[src/rtl/remote_startup_seq.sv]
module remote_startup_seq #(
  parameter int RESP_MS   = 200,
  parameter int C_MS      = 300,
  parameter int GAP_MS    = 1000,
  parameter int S_WAIT_MS = 3000,
  parameter int S_MAX_MS  = 30000
) (
  input  logic       clk,
  input  logic       rst_n,
  input  logic       tick_ms,
  input  logic       far_wake_det,
  input  logic       far_s_det,
  input  logic       far_t_det,
  input  logic       converged,
  input  logic       frame_done,
  input  logic       restart,
  output logic [2:0] seq_sel,
  output logic       framer_start,
  output logic       data_mode,
  output logic       exception
);
  localparam int M1 = (RESP_MS > C_MS) ? RESP_MS : C_MS;
  localparam int M2 = (GAP_MS > S_WAIT_MS) ? GAP_MS : S_WAIT_MS;
  localparam int M3 = (M1 > M2) ? M1 : M2;
  localparam int MX = (M3 > S_MAX_MS) ? M3 : S_MAX_MS;
  localparam int TW = $clog2(MX + 1);

  typedef enum logic [3:0] {
    ST_IDLE, ST_RESP, ST_PRE, ST_CTRN, ST_WAITS,
    ST_GAP, ST_STRN, ST_TTRN, ST_DATA, ST_EXC
  } st_t;

  st_t st, nxt;
  logic [TW-1:0] cnt;

  wire at_lim_resp = tick_ms && (cnt == TW'(RESP_MS - 1));
  wire at_lim_c    = tick_ms && (cnt == TW'(C_MS - 1));
  wire at_lim_gap  = tick_ms && (cnt == TW'(GAP_MS - 1));
  wire at_lim_wait = tick_ms && (cnt == TW'(S_WAIT_MS - 1));
  wire at_lim_s    = tick_ms && (cnt == TW'(S_MAX_MS - 1));

  always_comb begin
    nxt = st;
    case (st)
      ST_IDLE:  if (far_wake_det) nxt = ST_RESP;
      ST_RESP:  if (at_lim_resp) nxt = ST_PRE;
      ST_PRE:   if (frame_done) nxt = ST_CTRN;
      ST_CTRN:  if (at_lim_c) nxt = ST_WAITS;
      ST_WAITS: if (far_s_det) nxt = ST_GAP;
                else if (at_lim_wait) nxt = ST_EXC;
      ST_GAP:   if (at_lim_gap) nxt = ST_STRN;
      ST_STRN:  if (converged && far_t_det) nxt = ST_TTRN;
                else if (at_lim_s) nxt = ST_EXC;
      ST_TTRN:  if (frame_done) nxt = ST_DATA;
      default:  nxt = st;
    endcase
    if (restart) nxt = ST_IDLE;
  end

  always_ff @(posedge clk) begin
    if (!rst_n) begin
      st           <= ST_IDLE;
      cnt          <= '0;
      framer_start <= 1'b0;
    end else begin
      st           <= nxt;
      framer_start <= (nxt != st) && (nxt == ST_PRE || nxt == ST_TTRN);
      if (nxt != st)    cnt <= '0;
      else if (tick_ms) cnt <= cnt + TW'(1);
    end
  end

  always_comb begin
    case (st)
      ST_RESP:  seq_sel = 3'd1;
      ST_PRE:   seq_sel = 3'd2;
      ST_CTRN:  seq_sel = 3'd3;
      ST_STRN:  seq_sel = 3'd4;
      ST_TTRN:  seq_sel = 3'd5;
      ST_DATA:  seq_sel = 3'd6;
      default:  seq_sel = 3'd0;
    endcase
  end

  assign data_mode = (st == ST_DATA);
  assign exception = (st == ST_EXC);

  p_start_single_r3: assert property (@(posedge clk) disable iff (!rst_n)
    framer_start |=> !framer_start);
  p_restart_clears_r10: assert property (@(posedge clk) disable iff (!rst_n)
    restart |=> (seq_sel == 3'd0 && !data_mode && !exception && !framer_start));
  p_t_needs_both_r7: assert property (@(posedge clk) disable iff (!rst_n)
    (st == ST_STRN && nxt == ST_TTRN) |-> (converged && far_t_det));
  p_s_after_gap_r5: assert property (@(posedge clk) disable iff (!rst_n)
    (st != ST_STRN && nxt == ST_STRN) |-> (st == ST_GAP && tick_ms));
  p_data_after_t_r9: assert property (@(posedge clk) disable iff (!rst_n)
    $rose(data_mode) |-> $past(seq_sel) == 3'd5);
  p_exc_sticky_r6: assert property (@(posedge clk) disable iff (!rst_n)
    (exception && !restart) |=> (exception && seq_sel == 3'd0));
endmodule

[config.mk]
export PLATFORM = sky130hd
export DESIGN_NAME = remote_startup_seq
export DESIGN_NICKNAME = d
export VERILOG_FILES = /design/src/rtl/remote_startup_seq.sv
export SDC_FILE = /design/constraint.sdc
export NUM_CORES = 1
export LEC_CHECK = 0
export BUFFER_PORTS_ARGS = -buffer_cell sky130_fd_sc_hd__buf_4
export CORE_UTILIZATION = 52
export DETAILED_ROUTE_END_ITERATION = 16
export GPL_TIMING_DRIVEN = 0
export PLACE_DENSITY = 0.72
export SYNTH_ARGS = -nofsm -noshare
export SYNTH_HDL_FRONTEND = slang
export SYNTH_SLANG_ARGS = --single-unit
[constraint.sdc]
create_clock -name clk -period 2.6 [get_ports clk]
set_clock_uncertainty 0.1 [all_clocks]
set_input_delay 0.13 -clock clk [delete_from_list [all_inputs] [get_ports clk]]
set_output_delay 0.13 -clock clk [all_outputs]
set_load 0.005 [all_outputs]
[After elaboration in Yosys (flattened, before gate mapping)]
Index checks and enable logic that the tools add are counted.
Storage, ports and cells
  register bits: 20
  bits of input ports: 9
  output and inout bits: 6
Cells by class
  $add $sub $neg: 1
  equal/unequal tests: 17
  muxes and demuxes: 13
  bitwise gates (word level): 1
  reductions and logical operators: 10
Operators by type and width (count)
  two-way mux 4 bit: 11
  one-hot mux 4 bit (8 select lines): 1
  equality test 4 x 3 -> 1 bit, second input constant: 5
  one-hot mux 3 bit (6 select lines): 1
  adder 15 x 1 -> 15 bit, second input constant: 1
  equality test 15 x 10 -> 1 bit, second input constant: 1
  equality test 15 x 12 -> 1 bit, second input constant: 1
  equality test 15 bit, second input constant: 1
  equality test 15 x 8 -> 1 bit, second input constant: 1
  equality test 15 x 9 -> 1 bit, second input constant: 1
  equality test 4 x 2 -> 1 bit, second input constant: 3
  equality test 4 bit, second input constant: 2
  logical AND 1 bit: 7
  equality test 4 x 1 -> 1 bit, second input constant: 1
  logical NOT 4 bit: 1
  inequality test 4 bit: 1
  OR reduction 2 bit: 1
  logical OR 1 bit: 1
  NOT 1 bit: 1

[Logic depth before layout (Yosys ltp)]
  depth after elaboration: 9
  gate-level depth with buffers: 10
  mapped depth without buffers: 9

[Worst setup path before layout]
Ideal clock, no wire load.
  kind: reg2reg
  start: reg cnt[0]
  end: reg cnt[4]
  library setup time: 0.062 ns
  arrival: 2.291 ns
  required time: 2.438 ns
  path slack: 0.147 ns
  cell stages (with the launch flop): 11
  clock period less this slack: 2.453 ns
  cell sequence: dfxtp_1 ha_1 and4_4 and4_1 a221oi_2 and4bb_4 nor4_2 a311oi_2 o2111ai_2 buf_6 nor2_2
Between the ends
  cells in the longest elaborated chain, start to end: 8
  elaborated cells between the ends (all ways): 22
  those cells by class: 1 x add/sub; 6 x eq/ne; 9 x mux; 6 x reduce/logical
Ends and longest elaborated chain
  start, declared: line 34  | logic [TW-1:0] cnt;
  start signal, assigned: line 69  | else if (tick_ms) cnt <= cnt + TW'(1);
  equality test 15 bit / equality test 15 x 12 -> 1 bit (equally long branches): line 40, 39
  logical AND 1 bit (on tied branches): line 40, 39
  two-way mux 4 bit (on tied branches): line 53, 50
  two-way mux 4 bit (on tied branches): line 52, 49
  one-hot mux 4 bit (8 select lines): line 44  | case (st)
  two-way mux 4 bit: line 57  | if (restart) nxt = ST_IDLE;
  inequality test 4 bit: line 68  | if (nxt != st) cnt <= '0;
  OR reduction 2 bit (no source line)
Several ways; a longest one is shown, not always the timed one.
A chain may end at the register's enable or synchronous reset.

[Final worst setup path]
  start: reg cnt[10]
  end: reg cnt[1]
Between the ends
  cells in the longest elaborated chain, start to end: 8
  elaborated cells between the ends (all ways): 21
  those cells by class: 6 x eq/ne; 9 x mux; 6 x reduce/logical
Ends and longest elaborated chain (line)
  equality test 15 bit / equality test 15 x 12 -> 1 bit (equally long branches): 40, 39
  logical AND 1 bit (on tied branches): 40, 39
  two-way mux 4 bit (on tied branches): 53, 50
  two-way mux 4 bit (on tied branches): 52, 49
  one-hot mux 4 bit (8 select lines) (*): 44
  two-way mux 4 bit (*): 57
  inequality test 4 bit (*): 68
  OR reduction 2 bit (no source line) (*)
Every way passes the cells marked *; elsewhere a longest branch is shown, timed or not.

==> results_dict.tcl <==
set metrics [dict create \
    cts_tree "done" \
    worstSetupEndpointType "register" \
    critPathMaxStageDelay_ns 0.40 \
    yosys_most_used_dff "dfxtp_1" \
    timing.fmax_mhz 402 \
    outcome "complete, no violations" \
    setup_viol 0 \
    critPathTopFamily "simple AND/OR/NAND/NOR gates" \
    grt_usage_pct 25.1 \
    placed_cell_area_um2 1490 \
    maxCapViolations 0 \
    fp-row-count 18 \
    synthTopCellsByArea "dfxtp_1 30%, xor2_1 5.2%, nor2_2 4.6%, nor2_1 4.2%, xnor2_1 3.9%" \
    hold_viol_final 0 \
    period_minus_slack_ns 2.49 \
    startpoint_type "register" \
    irDropWorstVdd_mv 0.377 \
    crit_buf_inv 2 \
    ys_seq_area_share_pct 29.6 \
    path_cells "nor4_4 > nand4_1 > o2bb2ai_1 > and4bb_4 > nor4_2 > a311oi_2 > buf_4 > o2111ai_4 > clkbuf_16 > nor2_2" \
    crit_path_start "cnt[10]" \
    ff_latch_area_um2 405 \
    power_leakage_nw 0.631 \
    rr_startpoint "cnt[10]" \
    yosysTopAreaCellShare_pct 29.6 \
    ios 15 \
    cts_buffers 3 \
    cp.required_ns 2.76 \
    grt_max_degree 13 \
    cp_max_fo 6 \
    totalWireLength_mm 3.12 \
    chipHeight_um 53.0 \
    reg2reg_slack_ns 0.11 \
    power_density_nw_per_um2 392 \
    rsz0062_at_grt "false" \
    antenna_found_initial 0 \
    r2r_cells 10 \
    r2r_end "cnt[1]" \
    worst_pin_slew_ns 0.353 \
    htree_levels 1 \
    vias 1228 \
    synth_area_um2 1350 \
    cp_data_arrival_time_ns 2.65 \
    diodes 0 \
    synth_seq_cells 20 \
    fillers 201 \
    syn_to_final_growth_pct 24.0 \
    crit_cells 10 \
    syn_avg_cell_area_um2 8.72 \
    stdcell_area_um2 1680 \
    yosysTopAreaCell "dfxtp_1" \
    multi_input_area_um2 911 \
    die_w_um 53.0 \
    firstDrtPassIters 4 \
    initial_core_util_pct 55.0 \
    drive_gt1_share_pct 35.2 \
    clock_tree.root_cell "clkbuf_4" \
    crit_type "register to register" \
    drt_iter0_drc 41 \
    crit_end "cnt[1]" \
    yosys_warnings 0 \
    die_area_um2 2810 \
    yosysUniqueCellTypes 48 \
    clock_latency_ns 0.31 \
    grt_pass1_vias 1158 \
    finalMaxSlewViolations 0 \
    final_nets 190 \
    coreArea_um2 2450 \
    grt_pass1_wl_mm 5.00 \
    synth_edf_count 0 \
    maxSlewHeadroom_pct 76.1 \
    hold_path_class "primary input to register" \
    synth_cells 155 \
    clockBufferDepth 2 \
    synthTopCellsByCount "20 x dfxtp_1, 15 x nor2_1, 13 x nand2_1" \
    postRouteAntennaNets 0 \
    instances_no_fill 209 \
    hold_depth 3 \
    route.detailed.drc 0 \
    io_buffers 13 \
    vias_per_cell 5.88 \
    finalCritPeriodShare_pct 95.8 \
    async_reset_ff_share_pct 0 \
    syn-num-nets 165 \
    clk_pin_slew_ns 0.12 \
    overflow 0 \
    dpl.hpwl_mm 2.31 \
    worst_path_max_delay_cell "dfxtp_1" \
    cts.sinks 20 \
    drt-wirelength-per-cell_um 14.9 \
    synth.most_common_cell "dfxtp_1" \
    gp_congestion 0.926 \
    dp_cells 198 \
]
routing by layer:
layer	GRT usage (%)	share of wire [%]	routed length [µm]	vias to the layer above
met1	27.1	42	1320	568
met5	0	0	0	-
met3	3.74	3.0	95	10
met2	45.1	51	1580	31
li1	-	-	-	619
met4	15.4	3.9	121	0
cells in the final DEF (no fill, tap or decap), types with 2 or more instances in the layout:
cell and count:
buf_4 17, dfxtp_1 16, nor2_1 15, nand2_1 13
nand3_1 10, nor2_2 10, xor2_1 8, a21oi_1 7
xnor2_1 6, inv_1 5, nor3_1 5, nand4_1 5
clkbuf_4 4, dfxtp_2 4, nand2b_1 3, and3_1 3
dlygate4sd3_1 3, a211oi_1 2, and4b_2 2, and4_4 2
or2_2 2, a41oi_1 2, or3_1 2, o211a_1 2
logic make-up after synthesis:
group | Yosys count | synth area share, %
flops | 20 | 29.6
simple gates | 85 | 39.3
xor+xnor | 14 | 9.07
mux | 2 | 1.57
buf+inv | 11 | 5.74
compound gates | 22 | 13.8
fa+ha+maj | 1 | 0.926
metrics by stage:
| stage | utilization (%) | setup TNS, ns | worst slack [ns] | hold WS, ns | power, mW |
|---|---|---|---|---|---|
| 5_1_grt | 68.2 | 0 | 0.00556 | 0.0435 | 0.678 |
| 3_5_place_dp | 60.6 | -1.23 | -0.128 | 0.268 | 0.383 |
| 3_3_place_gp | 60.6 | -0.746 | -0.0772 | 0.259 | 0.381 |
| 4_1_cts | 64.7 | 0 | 0.0120 | 0.0173 | 0.644 |
| 2_1_floorplan | - | 0 | 0.147 | 0.109 | 0.362 |
| 6_report | 68.2 | 0 | 0.110 | 0.0258 | 0.657 |
state kept, by name, summed over array words and instances (netlist names):
name and flops:
st 4, framer_start 1, cnt 15
worst min-delay path by stage:
stage | from | to | slack [ns]
global route | tick_ms | cnt[1] | 0.04
global placement | restart | st[3] | 0.26
finish | tick_ms | cnt[0] | 0.03
floorplan | restart | st[3] | 0.11
CTS | tick_ms | cnt[1] | 0.02
detailed placement | restart | st[3] | 0.27
where the power goes:
group	internal, mW	total, mW	switching [mW]
Combinational	0.0470	0.0873	0.0403
Sequential	0.310	0.314	0.00403
Clock	0.156	0.256	0.0997
final cells by class:
cell class                 count  share of cell area, %
buffer                         6                   3.73
timing repair buffer          20                   11.2
inverter                       5                   1.12
sequential                    20                   24.2
multi-input combinational    124                   54.4
clock inverter                 1                   1.79
tap                           30                   2.24
clock buffer                   3                   1.34
tightest hold or removal path: stages:
cell and delay [ns]:
buf_4 0.12, xnor2_1 0.09, nor2_2 0.07
what timing repair did:
action / in CTS / in global routing
endpoints found under the setup margin: 10 / 11
pin swaps: 1 / 2
hold buffers: 3 / 0
setup buffers: 1 / 2
endpoints found under the hold margin: 3 / 0
cloned: 0 / 1
resized for setup: 1 / 10
(Power assumes the default switching activity.)
